<file path="src/rtl/cgra_pe_pkg.sv">
package cgra_pe_pkg;
    localparam int PE_W   = 16;
    localparam int OP_W   = 4;
    localparam int SRC_W  = 2;
    localparam int LUT_IN = 3;
    localparam int LUT_N  = 1 << LUT_IN;

    typedef enum logic [OP_W-1:0] {
        OP_ADD = 4'd0,
        OP_SUB = 4'd1,
        OP_ADC = 4'd2,
        OP_SBB = 4'd3,
        OP_SEL = 4'd4,
        OP_SHR = 4'd5,
        OP_SHL = 4'd6,
        OP_OR  = 4'd7,
        OP_AND = 4'd8,
        OP_XOR = 4'd9,
        OP_MAX = 4'd10,
        OP_MIN = 4'd11
    } alu_op_e;

    typedef enum logic [SRC_W-1:0] {
        SRC_IN0   = 2'd0,
        SRC_IN1   = 2'd1,
        SRC_CONST = 2'd2,
        SRC_CALT  = 2'd3
    } src_sel_e;

    typedef struct packed {
        alu_op_e           op;
        logic              use_mul;
        src_sel_e          a_src;
        src_sel_e          b_src;
        logic [LUT_N-1:0]  lut;
        logic              sgn;
        logic              flag_carry;
        logic [PE_W-1:0]   k0;
        logic [PE_W-1:0]   k1;
    } pe_cfg_t;
endpackage

</file>
<file path="src/rtl/cgra_pe_cfg.sv">
module cgra_pe_cfg
    import cgra_pe_pkg::*;
(
    input  logic    clk,
    input  logic    rst_n,
    input  logic    we,
    input  pe_cfg_t cfg_d,
    output pe_cfg_t cfg_q
);
    always_ff @(posedge clk or negedge rst_n) begin
        if (!rst_n) begin
            cfg_q <= '0;
        end else if (we) begin
            cfg_q <= cfg_d;
        end
    end

    // configuration is frozen while the strobe is low
    p_cfg_hold_r2: assert property (@(posedge clk) disable iff (!rst_n)
        !we |=> $stable(cfg_q));

    // a strobe captures the presented configuration
    p_cfg_load_r2: assert property (@(posedge clk) disable iff (!rst_n)
        we |=> (cfg_q == $past(cfg_d)));
endmodule

</file>
<file path="src/rtl/cgra_pe_opsel.sv">
module cgra_pe_opsel
    import cgra_pe_pkg::*;
#(
    parameter int W = PE_W
) (
    input  logic         clk,
    input  logic         rst_n,
    input  src_sel_e     sel,
    input  logic [W-1:0] in0,
    input  logic [W-1:0] in1,
    input  logic [W-1:0] konst,
    output logic [W-1:0] opnd
);
    always_comb begin
        unique case (sel)
            SRC_IN0:   opnd = in0;
            SRC_IN1:   opnd = in1;
            SRC_CONST,
            SRC_CALT:  opnd = konst;
            default:   opnd = in0;
        endcase
    end

    // both constant codes route the constant, never a routed input
    p_const_route_r4: assert property (@(posedge clk) disable iff (!rst_n)
        (sel == SRC_CONST || sel == SRC_CALT) |-> (opnd == konst));
endmodule

</file>
<file path="src/rtl/cgra_pe_alu.sv">
module cgra_pe_alu
    import cgra_pe_pkg::*;
#(
    parameter int W = PE_W
) (
    input  logic         clk,
    input  logic         rst_n,
    input  alu_op_e      op,
    input  logic         sgn,
    input  logic         flag_carry,
    input  logic [W-1:0] a,
    input  logic [W-1:0] b,
    input  logic         cin,
    input  logic         sel_bit,
    output logic [W-1:0] res,
    output logic         flag
);
    localparam int SH = $clog2(W);

    logic [W:0]    add_x;
    logic [W:0]    sub_x;
    logic [SH-1:0] amt;
    logic          ge_c;
    logic          le_c;
    logic          cy;
    logic          cmp;
    logic          cin_add;
    logic          cin_sub;

    always_comb begin
        cin_add = (op == OP_ADC) ? cin : 1'b0;
        cin_sub = (op == OP_SBB) ? cin : 1'b0;
        add_x   = {1'b0, a} + {1'b0, b} + {{W{1'b0}}, cin_add};
        sub_x   = {1'b0, a} - {1'b0, b} - {{W{1'b0}}, cin_sub};
        amt     = b[SH-1:0];
        ge_c    = sgn ? ($signed(a) >= $signed(b)) : (a >= b);
        le_c    = sgn ? ($signed(a) <= $signed(b)) : (a <= b);
    end

    always_comb begin
        res = '0;
        cy  = 1'b0;
        cmp = 1'b0;
        unique case (op)
            OP_ADD, OP_ADC: begin
                res = add_x[W-1:0];
                cy  = add_x[W];
                cmp = ge_c;
            end
            OP_SUB, OP_SBB: begin
                res = sub_x[W-1:0];
                cy  = sub_x[W];
                cmp = ge_c;
            end
            OP_SEL: begin
                res = sel_bit ? a : b;
                cmp = sel_bit;
            end
            OP_SHR: begin
                res = sgn ? $unsigned($signed(a) >>> amt) : (a >> amt);
                cmp = ge_c;
            end
            OP_SHL: begin
                res = a << amt;
                cmp = ge_c;
            end
            OP_OR: begin
                res = a | b;
                cmp = ge_c;
            end
            OP_AND: begin
                res = a & b;
                cmp = ge_c;
            end
            OP_XOR: begin
                res = a ^ b;
                cmp = ge_c;
            end
            OP_MAX: begin
                res = ge_c ? a : b;
                cmp = ge_c;
            end
            OP_MIN: begin
                res = le_c ? a : b;
                cmp = le_c;
            end
            default: begin
                res = '0;
                cy  = 1'b0;
                cmp = 1'b0;
            end
        endcase
        flag = flag_carry ? cy : cmp;
    end

    // max always returns one of its operands
    p_max_pick_r8: assert property (@(posedge clk) disable iff (!rst_n)
        (op == OP_MAX) |-> (res == a || res == b));

    // a raised min compare flag means A was chosen
    p_min_flag_r8: assert property (@(posedge clk) disable iff (!rst_n)
        (op == OP_MIN && !flag_carry && flag) |-> (res == a));

    // unused op codes are inert
    p_undef_zero_r13: assert property (@(posedge clk) disable iff (!rst_n)
        (op > OP_MIN) |-> (res == '0 && !flag));

    // carry flag mode yields 0 for non-arithmetic codes
    p_carry_only_arith_r11: assert property (@(posedge clk) disable iff (!rst_n)
        (flag_carry && op > OP_SBB) |-> !flag);
endmodule

</file>
<file path="src/rtl/cgra_word_pe.sv">
module cgra_word_pe
    import cgra_pe_pkg::*;
(
    input  logic        clk,
    input  logic        rst_n,
    input  logic        cfg_we,
    input  logic [3:0]  cfg_op,
    input  logic        cfg_mul,
    input  logic [1:0]  cfg_asrc,
    input  logic [1:0]  cfg_bsrc,
    input  logic [7:0]  cfg_lut,
    input  logic        cfg_signed,
    input  logic        cfg_flag_carry,
    input  logic [15:0] cfg_k0,
    input  logic [15:0] cfg_k1,
    input  logic [15:0] in0,
    input  logic [15:0] in1,
    input  logic        bit_in0,
    input  logic        bit_in1,
    output logic [15:0] word_out,
    output logic        bit_out
);
    localparam int W = PE_W;

    pe_cfg_t            cfg_d;
    pe_cfg_t            cfg_q;
    logic [W-1:0]       opa;
    logic [W-1:0]       opb;
    logic [W-1:0]       alu_res;
    logic [W-1:0]       mul_res;
    logic [W-1:0]       word_d;
    logic               flag;
    logic [LUT_IN-1:0]  lut_idx;

    always_comb begin
        cfg_d.op         = alu_op_e'(cfg_op);
        cfg_d.use_mul    = cfg_mul;
        cfg_d.a_src      = src_sel_e'(cfg_asrc);
        cfg_d.b_src      = src_sel_e'(cfg_bsrc);
        cfg_d.lut        = cfg_lut;
        cfg_d.sgn        = cfg_signed;
        cfg_d.flag_carry = cfg_flag_carry;
        cfg_d.k0         = cfg_k0;
        cfg_d.k1         = cfg_k1;
    end

    cgra_pe_cfg u_cfg (
        .clk   (clk),
        .rst_n (rst_n),
        .we    (cfg_we),
        .cfg_d (cfg_d),
        .cfg_q (cfg_q)
    );

    cgra_pe_opsel #(.W(W)) u_sel_a (
        .clk   (clk),
        .rst_n (rst_n),
        .sel   (cfg_q.a_src),
        .in0   (in0),
        .in1   (in1),
        .konst (cfg_q.k0),
        .opnd  (opa)
    );

    cgra_pe_opsel #(.W(W)) u_sel_b (
        .clk   (clk),
        .rst_n (rst_n),
        .sel   (cfg_q.b_src),
        .in0   (in0),
        .in1   (in1),
        .konst (cfg_q.k1),
        .opnd  (opb)
    );

    cgra_pe_alu #(.W(W)) u_alu (
        .clk        (clk),
        .rst_n      (rst_n),
        .op         (cfg_q.op),
        .sgn        (cfg_q.sgn),
        .flag_carry (cfg_q.flag_carry),
        .a          (opa),
        .b          (opb),
        .cin        (bit_in0),
        .sel_bit    (bit_in1),
        .res        (alu_res),
        .flag       (flag)
    );

    always_comb begin
        mul_res = opa * opb;
        word_d  = cfg_q.use_mul ? mul_res : alu_res;
        lut_idx = {flag, bit_in1, bit_in0};
    end

    always_ff @(posedge clk or negedge rst_n) begin
        if (!rst_n) begin
            word_out <= '0;
            bit_out  <= 1'b0;
        end else begin
            word_out <= word_d;
            bit_out  <= cfg_q.lut[lut_idx];
        end
    end

    // an all-ones table forces the bit output high on the next edge
    p_lut_ones_r12: assert property (@(posedge clk) disable iff (!rst_n)
        (cfg_q.lut == '1) |=> bit_out);

    // an all-zero table forces the bit output low on the next edge
    p_lut_zeros_r12: assert property (@(posedge clk) disable iff (!rst_n)
        (cfg_q.lut == '0) |=> !bit_out);

    // multiplying by one passes operand A to the word output
    p_mul_one_r10: assert property (@(posedge clk) disable iff (!rst_n)
        (cfg_q.use_mul && opb == 16'd1) |=> (word_out == $past(opa)));
endmodule

</file>
<file path="config.mk">
export PLATFORM = sky130hd
export DESIGN_NAME = cgra_word_pe
export DESIGN_NICKNAME = d
export VERILOG_FILES = /design/src/rtl/cgra_pe_pkg.sv /design/src/rtl/cgra_pe_cfg.sv /design/src/rtl/cgra_pe_opsel.sv /design/src/rtl/cgra_pe_alu.sv /design/src/rtl/cgra_word_pe.sv
export SDC_FILE = /design/constraint.sdc
export NUM_CORES = 1
export LEC_CHECK = 0
export CORE_MARGIN = 4
export CORE_UTILIZATION = 55
export CTS_CLUSTER_SIZE = 20
export DETAILED_ROUTE_END_ITERATION = 6
export GPL_ROUTABILITY_DRIVEN = 0
export GPL_TIMING_DRIVEN = 0
export PLACE_DENSITY = 0.77
export SYNTH_ARGS = -nofsm -noshare
export SYNTH_HDL_FRONTEND = slang
export SYNTH_SLANG_ARGS = --single-unit
</file>
<file path="constraint.sdc">
create_clock -name clk -period 10.98 [get_ports clk]
set_input_delay 1.647 -clock clk [delete_from_list [all_inputs] [get_ports clk]]
set_output_delay 1.647 -clock clk [all_outputs]
set_load 0.02 [all_outputs]
</file>
==> results of run 1 <==
## through the flow
stage / total power [mW] / hold WS, ps
CTS: 4.24 / 510
finish: 4.32 / 508
global placement: 3.85 / 485
floorplan: 2.77 / 475
detailed placement: 3.92 / 496
global route: 4.65 / 519
## metal layers
| layer | vias up | GRT usage [%] | share of wire (%) |
|---|---|---|---|
| li1 | 5174 | - | - |
| met1 | 5574 | 45.1 | 36 |
| met2 | 992 | 52.1 | 42 |
| met3 | 223 | 8.96 | 14 |
| met4 | 0 | 19.8 | 7.3 |
| met5 | - | 0 | 0 |
## logic make-up (layout without fill, tap and decap cells)
group                    after synthesis  count (layout)  share of synthesized area [%]
AND/OR/NAND/NOR                      401             401                           14.9
AO/OA/AOI/OAI                        301             301                           16.8
buffers and inverters                248             367                           8.47
adder cells (fa/ha/maj)              210             210                           27.2
multiplexers                         152             152                           13.9
flip-flops                            68              68                           14.2
XOR/XNOR                              61              61                           4.63
## state kept, by name (all words and copies together) (netlist names)
name / flops
u_cfg.cfg_q: 51
bit_out: 1
word_out: 16
## cell type report
cell class	count	area [um^2]	area share, %
multi-input cells	1125	9280	67.9
well taps	275	344	2.52
clock buffers	9	225	1.65
flip-flops and latches	68	1700	12.5
clock inverters	7	75.1	0.549
plain buffers	70	348	2.55
repair buffers	103	1030	7.53
inverters	178	668	4.89
## worst max path at each step
stage	from	end	slack [ps]
floorplan	in1[1]	word_out[14]	3560
global placement	in1[1]	word_out[15]	2120
detailed placement	in1[1]	word_out[15]	2060
CTS	in1[1]	word_out[15]	2420
global route	in1[1]	word_out[15]	1970
finish	in1[1]	word_out[15]	2240
## worst max-delay path: cells and delay by family
family | cells | cell delay [ps]
mux | 1 | 190
xor+xnor | 1 | 500
buf+inv | 11 | 2010
simple gates | 2 | 320
compound gates | 7 | 1470
fa+ha+maj | 7 | 2880
## cells in the final DEF, fill, tap and decap left out, drive strengths merged, types with 9 or more instances in the layout
cell type and n:
clkdlybuf4s50 102, a221oi 18, xnor2 48, nand3 21, fa 84, a211oi 12
dfrtp 68, o21ai 91, xor2 12, nand2b 10, nand2 168, inv 176
a31oi 10, nor3 25, a22oi 9, a21oi 63, buf 29, a21o 9
o2111ai 9, mux2i 86, clkbuf 51, o211ai 19, mux2 62, nor2 130
ha 126
## power by group
part,switching [mW],total [mW],leakage (nW),internal [mW]
clock,0.125,0.302,0.138,0.176
sequential,0.0189,0.329,0.811,0.310
combinational,2.29,3.69,5.26,1.40
total,2.44,4.32,6.21,1.88
==> results_dict.tcl, run 1 <==
set metrics [dict create \
    grt_pass1_wl_mm 65.1 \
    drtIter0Drc 1757 \
    ctsHtreeMaxLevel 3 \
    place_ws_ps 2060 \
    post-route-min-period_ps 8740 \
    fmax_ghz 0.114 \
    min_to "u_cfg.cfg_q[40]" \
    cp-start-kind "input pin" \
    first_pass_iters 7 \
    post-route-period-util_pct 79.6 \
    synthesis.nets 1739 \
    fin_setup_tns_ps 0 \
    vias_per_cell 6.52 \
    end_kind "register" \
    area_growth_pct 13.9 \
    drc 56 \
    async_reset_ff_share_pct 100 \
    antenna_cells 0 \
    yosysTopAreaCell "dfrtp_1" \
    final_cells 1835 \
    setup_slack_ps 2240 \
    hold_buffers 0 \
    reg2reg_depth 29 \
    relSlewSlack_pct 7.93 \
    grt_pass1_vias 11815 \
    hold_viol_final 0 \
    place_hpwl_mm 32.5 \
    critPathKind "input pin to register" \
    drive_gt1_share_pct 9.04 \
    hold_depth 1 \
    cts_resized 0 \
    grt_max_degree 69 \
    port_buffers 103 \
    power.density_mw_per_mm2 316 \
    cts_tree "yes" \
    synth_area_per_cell_um2 8.32 \
    worst_slew_pin_slew_ps 1370 \
    slowest_stage "clkbuf_1" \
    hold_path_class "register to register" \
    routedWlPerCell_um 22.9 \
    die_w_um 156 \
    cts_sinks 68 \
    routed_wl_mm 42.0 \
    ant_nets 0 \
    synth_most_common_cell "inv_1" \
    cp_max_fo 13 \
    failed_checks "DRC" \
    yosysWarningCount 0 \
    fp.coreArea_mm2 0.0212 \
    dp_cells 1819 \
    reg2reg_from "u_cfg.cfg_q[43]" \
    slowest_delay_ps 700 \
    max_cap_violations 0 \
    synth_top_area_share_pct 14.2 \
    rsz0062_at_grt "no" \
    nNetsFinal 1853 \
    vias 11963 \
    antenna_found_initial 1 \
    rows 53 \
    dieArea_mm2 0.0242 \
    cts_inserted_buffers 9 \
    syn_area_mm2 0.0120 \
    ys_types 80 \
    r2r_slack_ps 3180 \
    synth_edf_count 0 \
    initial_core_util_pct 56.5 \
    clock-root-buffer "clkbuf_16" \
    p_leak_nw 6.21 \
    setup_viol 0 \
    maxSlewViolCount 0 \
    final_area_mm2 0.0137 \
    fin_util_pct 64.4 \
    grt_usage_pct 34.6 \
    syn_inst 1441 \
    status "finished with violations" \
    post-cts-setup-buffers 0 \
    grt-ovfl-total 0 \
    placed_area_mm2 0.0134 \
    clock_latency_ps 360 \
    crit_top_cell "inv_1" \
    cp.required_ps 11270 \
    clockBufferDepth 2 \
    synth_common_cells "inv_1 (169), nand2_1 (168), nor2_1 (130), ha_1 (126)" \
    filler_cell_count 1897 \
    synth_area_leaders "dfrtp_1 (14%), fa_1 (14%), ha_1 (13%)" \
    rr_endpoint "word_out[15]" \
    hold_start "u_cfg.cfg_q[40]" \
    yosysSeqAreaShare_pct 14.2 \
    finClkSkew_ps 7.14 \
    vdd.ir_drop.worst_mv 0.371 \
    synth_seq_cells 68 \
    die_h_um 156 \
    cp.arrival_ps 9030 \
    clkSlewWorstSetupHoldPaths_ps 60 \
    io_pins 105 \
    synth_top_flop_cell "dfrtp_1" \
]
(Power assumes the default switching activity.)
==> run 2, diff against run 1 <==
--- a/config.mk
+++ b/config.mk
@@ -11,7 +11,7 @@
 export DETAILED_ROUTE_END_ITERATION = 6
 export GPL_ROUTABILITY_DRIVEN = 0
 export GPL_TIMING_DRIVEN = 0
-export PLACE_DENSITY = 0.77
+export PLACE_DENSITY = 0.8
 export SYNTH_ARGS = -nofsm -noshare
 export SYNTH_HDL_FRONTEND = slang
 export SYNTH_SLANG_ARGS = --single-unit
==> constraint.sdc (replaced) <==
create_clock -name clk -period 7.6 [get_ports clk]
set_input_delay 1.14 -clock clk [delete_from_list [all_inputs] [get_ports clk]]
set_output_delay 1.14 -clock clk [all_outputs]
set_load 0.02 [all_outputs]
==> results_dict.tcl, run 2 (synthesis gave the netlist of run 1 again) <==
set metrics [dict create \
    status "finished with violations" \
    failed_checks "DRC" \
    first_pass_iters 7 \
    setup_viol 0 \
    worst_slew_pin_slew_ps 1430 \
    critPathKind "input pin to register" \
    ctsHtreeMaxLevel 3 \
    die_w_um 156 \
    vdd.ir_drop.worst_mv 0.655 \
    crit_top_cell "fa_1" \
    rr_endpoint "word_out[15]" \
    post-route-period-util_pct 97.5 \
    vias 12157 \
    drc 99 \
    routedWlPerCell_um 23.1 \
    cp_top_family "adder cells" \
    hold_depth 1 \
    area_growth_pct 15.5 \
    place_hpwl_mm 32.5 \
    multi_input_area_mm2 0.00934 \
    worst-path-buf-inv 4 \
    slowest_delay_ps 730 \
    min_to "u_cfg.cfg_q[37]" \
    cp.required_ps 7850 \
    antenna_cells 0 \
    drtIter0Drc 2334 \
    filler_cell_count 1777 \
    max_cap_violations 0 \
    cp-start-kind "input pin" \
    fmax_ghz 0.135 \
    grt-ovfl-total 0 \
    cp.arrival_ps 7660 \
    routed_wl_mm 42.5 \
    cts_sinks 68 \
    regMostFlops "u_cfg.cfg_q" \
    grt_pass1_vias 12163 \
    largest_registers "u_cfg.cfg_q (51), word_out (16), bit_out (1)" \
    antenna_found_initial 1 \
    port_buffers 103 \
    clockBufferDepth 2 \
    relSlewSlack_pct 3.68 \
    die_h_um 156 \
    nNetsFinal 1859 \
    power.density_mw_per_mm2 464 \
    largest_reg_flops 51 \
    crit_chain "clkdlybuf4s50_1, mux2i_1, o21ai_1, ha_1, inv_1, fa_1, fa_1, inv_1, fa_1, fa_1, inv_1, fa_1, fa_1, xor2_1, xnor2_1, xnor2_1, xnor2_1, xnor2_1, xnor2_1, xnor2_2, a22o_1" \
    hold_path_class "register to register" \
    reg2reg_from "u_cfg.cfg_q[43]" \
    grt_max_degree 69 \
    final_cells 1841 \
    p_leak_nw 6.32 \
    ant_nets 0 \
    slowest_stage "o21ai_1" \
    cp_max_fo 8 \
    drive_gt1_share_pct 11.0 \
    grt_usage_pct 34.7 \
    initial_core_util_pct 56.5 \
    end_kind "register" \
    final-seq-area_mm2 0.00170 \
    layout_common_cells "nand2_1 (168), inv_1 (168), nor2_1 (130)" \
    clock_latency_ps 360 \
    maxSlewViolCount 0 \
    finClkSkew_ps 12.5 \
    reg2reg_depth 27 \
    dieArea_mm2 0.0242 \
    cts_tree "yes" \
    cts_inserted_buffers 9 \
    clock-root-buffer "clkbuf_16" \
    fp.coreArea_mm2 0.0212 \
    fin_util_pct 65.3 \
    io_pins 105 \
    hold_start "u_cfg.cfg_q[37]" \
    vias_per_cell 6.60 \
    dp_cells 1819 \
    post-route-min-period_ps 7410 \
    hold_viol_final 0 \
    r2r_slack_ps 490 \
    power_mw 6.43 \
    rows 53 \
    grt_pass1_wl_mm 65.6 \
    clkSlewWorstSetupHoldPaths_ps 60 \
]
run 2: changes by cell type in the layout (fill, tap and decap cells not counted), moves of 3 or more:
| cell | delta |
|---|---|
| buf_2 | +4 |
| o21ai_1 | -3 |
| o21ai_4 | +3 |
| clkbuf_1 | -12 |
| clkbuf_2 | +4 |
| buf_1 | -3 |
| buf_4 | +11 |
run 2: area by class of cell:
cell class,count,share of cell area [%]
flip-flops and latches,68,12.3
multi-input cells,1125,67.4
clock buffers,9,1.63
plain buffers,66,2.62
well taps,275,2.48
clock inverters,7,0.714
inverters,178,4.90
repair buffers,113,7.97
run 2: timing repair:
action                     CTS  global route
hold buffers                 0             0
gates resized for setup     11            36
pin swaps                    0             4
buffers inserted             0            10
setup endpoints to repair    5             5
run 2: per-layer routing:
metal  GRT usage, %  vias up  part of all wire, %
met5              0        -                0.016
met4           21.6        2                  7.4
met3           10.5      278                   14
met2           51.7     1030                   42
met1           44.0     5656                   36
li1               -     5191                    -
run 2: metrics by stage:
step                      hold WS [ps]  setup TNS [ps]  cell area (um^2)  setup WS, ps
after global placement             483           -2860             13400          -735
after detailed placement           494           -3580             13400          -813
final                              503               0             13900           191
after floorplan                    475               0             12000           685
after CTS                          507               0             13700          24.3
after global routing               519           -42.4             13900         -42.4
run 2: how the worst max path moves through the flow:
stage	startpoint	endpoint	depth (start not counted)	slack, ps
final	in1[7]	word_out[15]	21	190
after global routing	in1[2]	word_out[15]	23	-40
after CTS	in1[3]	word_out[14]	26	20
after detailed placement	in1[1]	word_out[15]	29	-810
after global placement	in1[1]	word_out[15]	29	-730
after floorplan	in1[1]	word_out[14]	27	680
run 2: where the power goes:
group	leakage, nW	internal (mW)	switching, mW
combinational	5.35	2.12	3.37
clock	0.156	0.289	0.178
sequential	0.811	0.448	0.0267
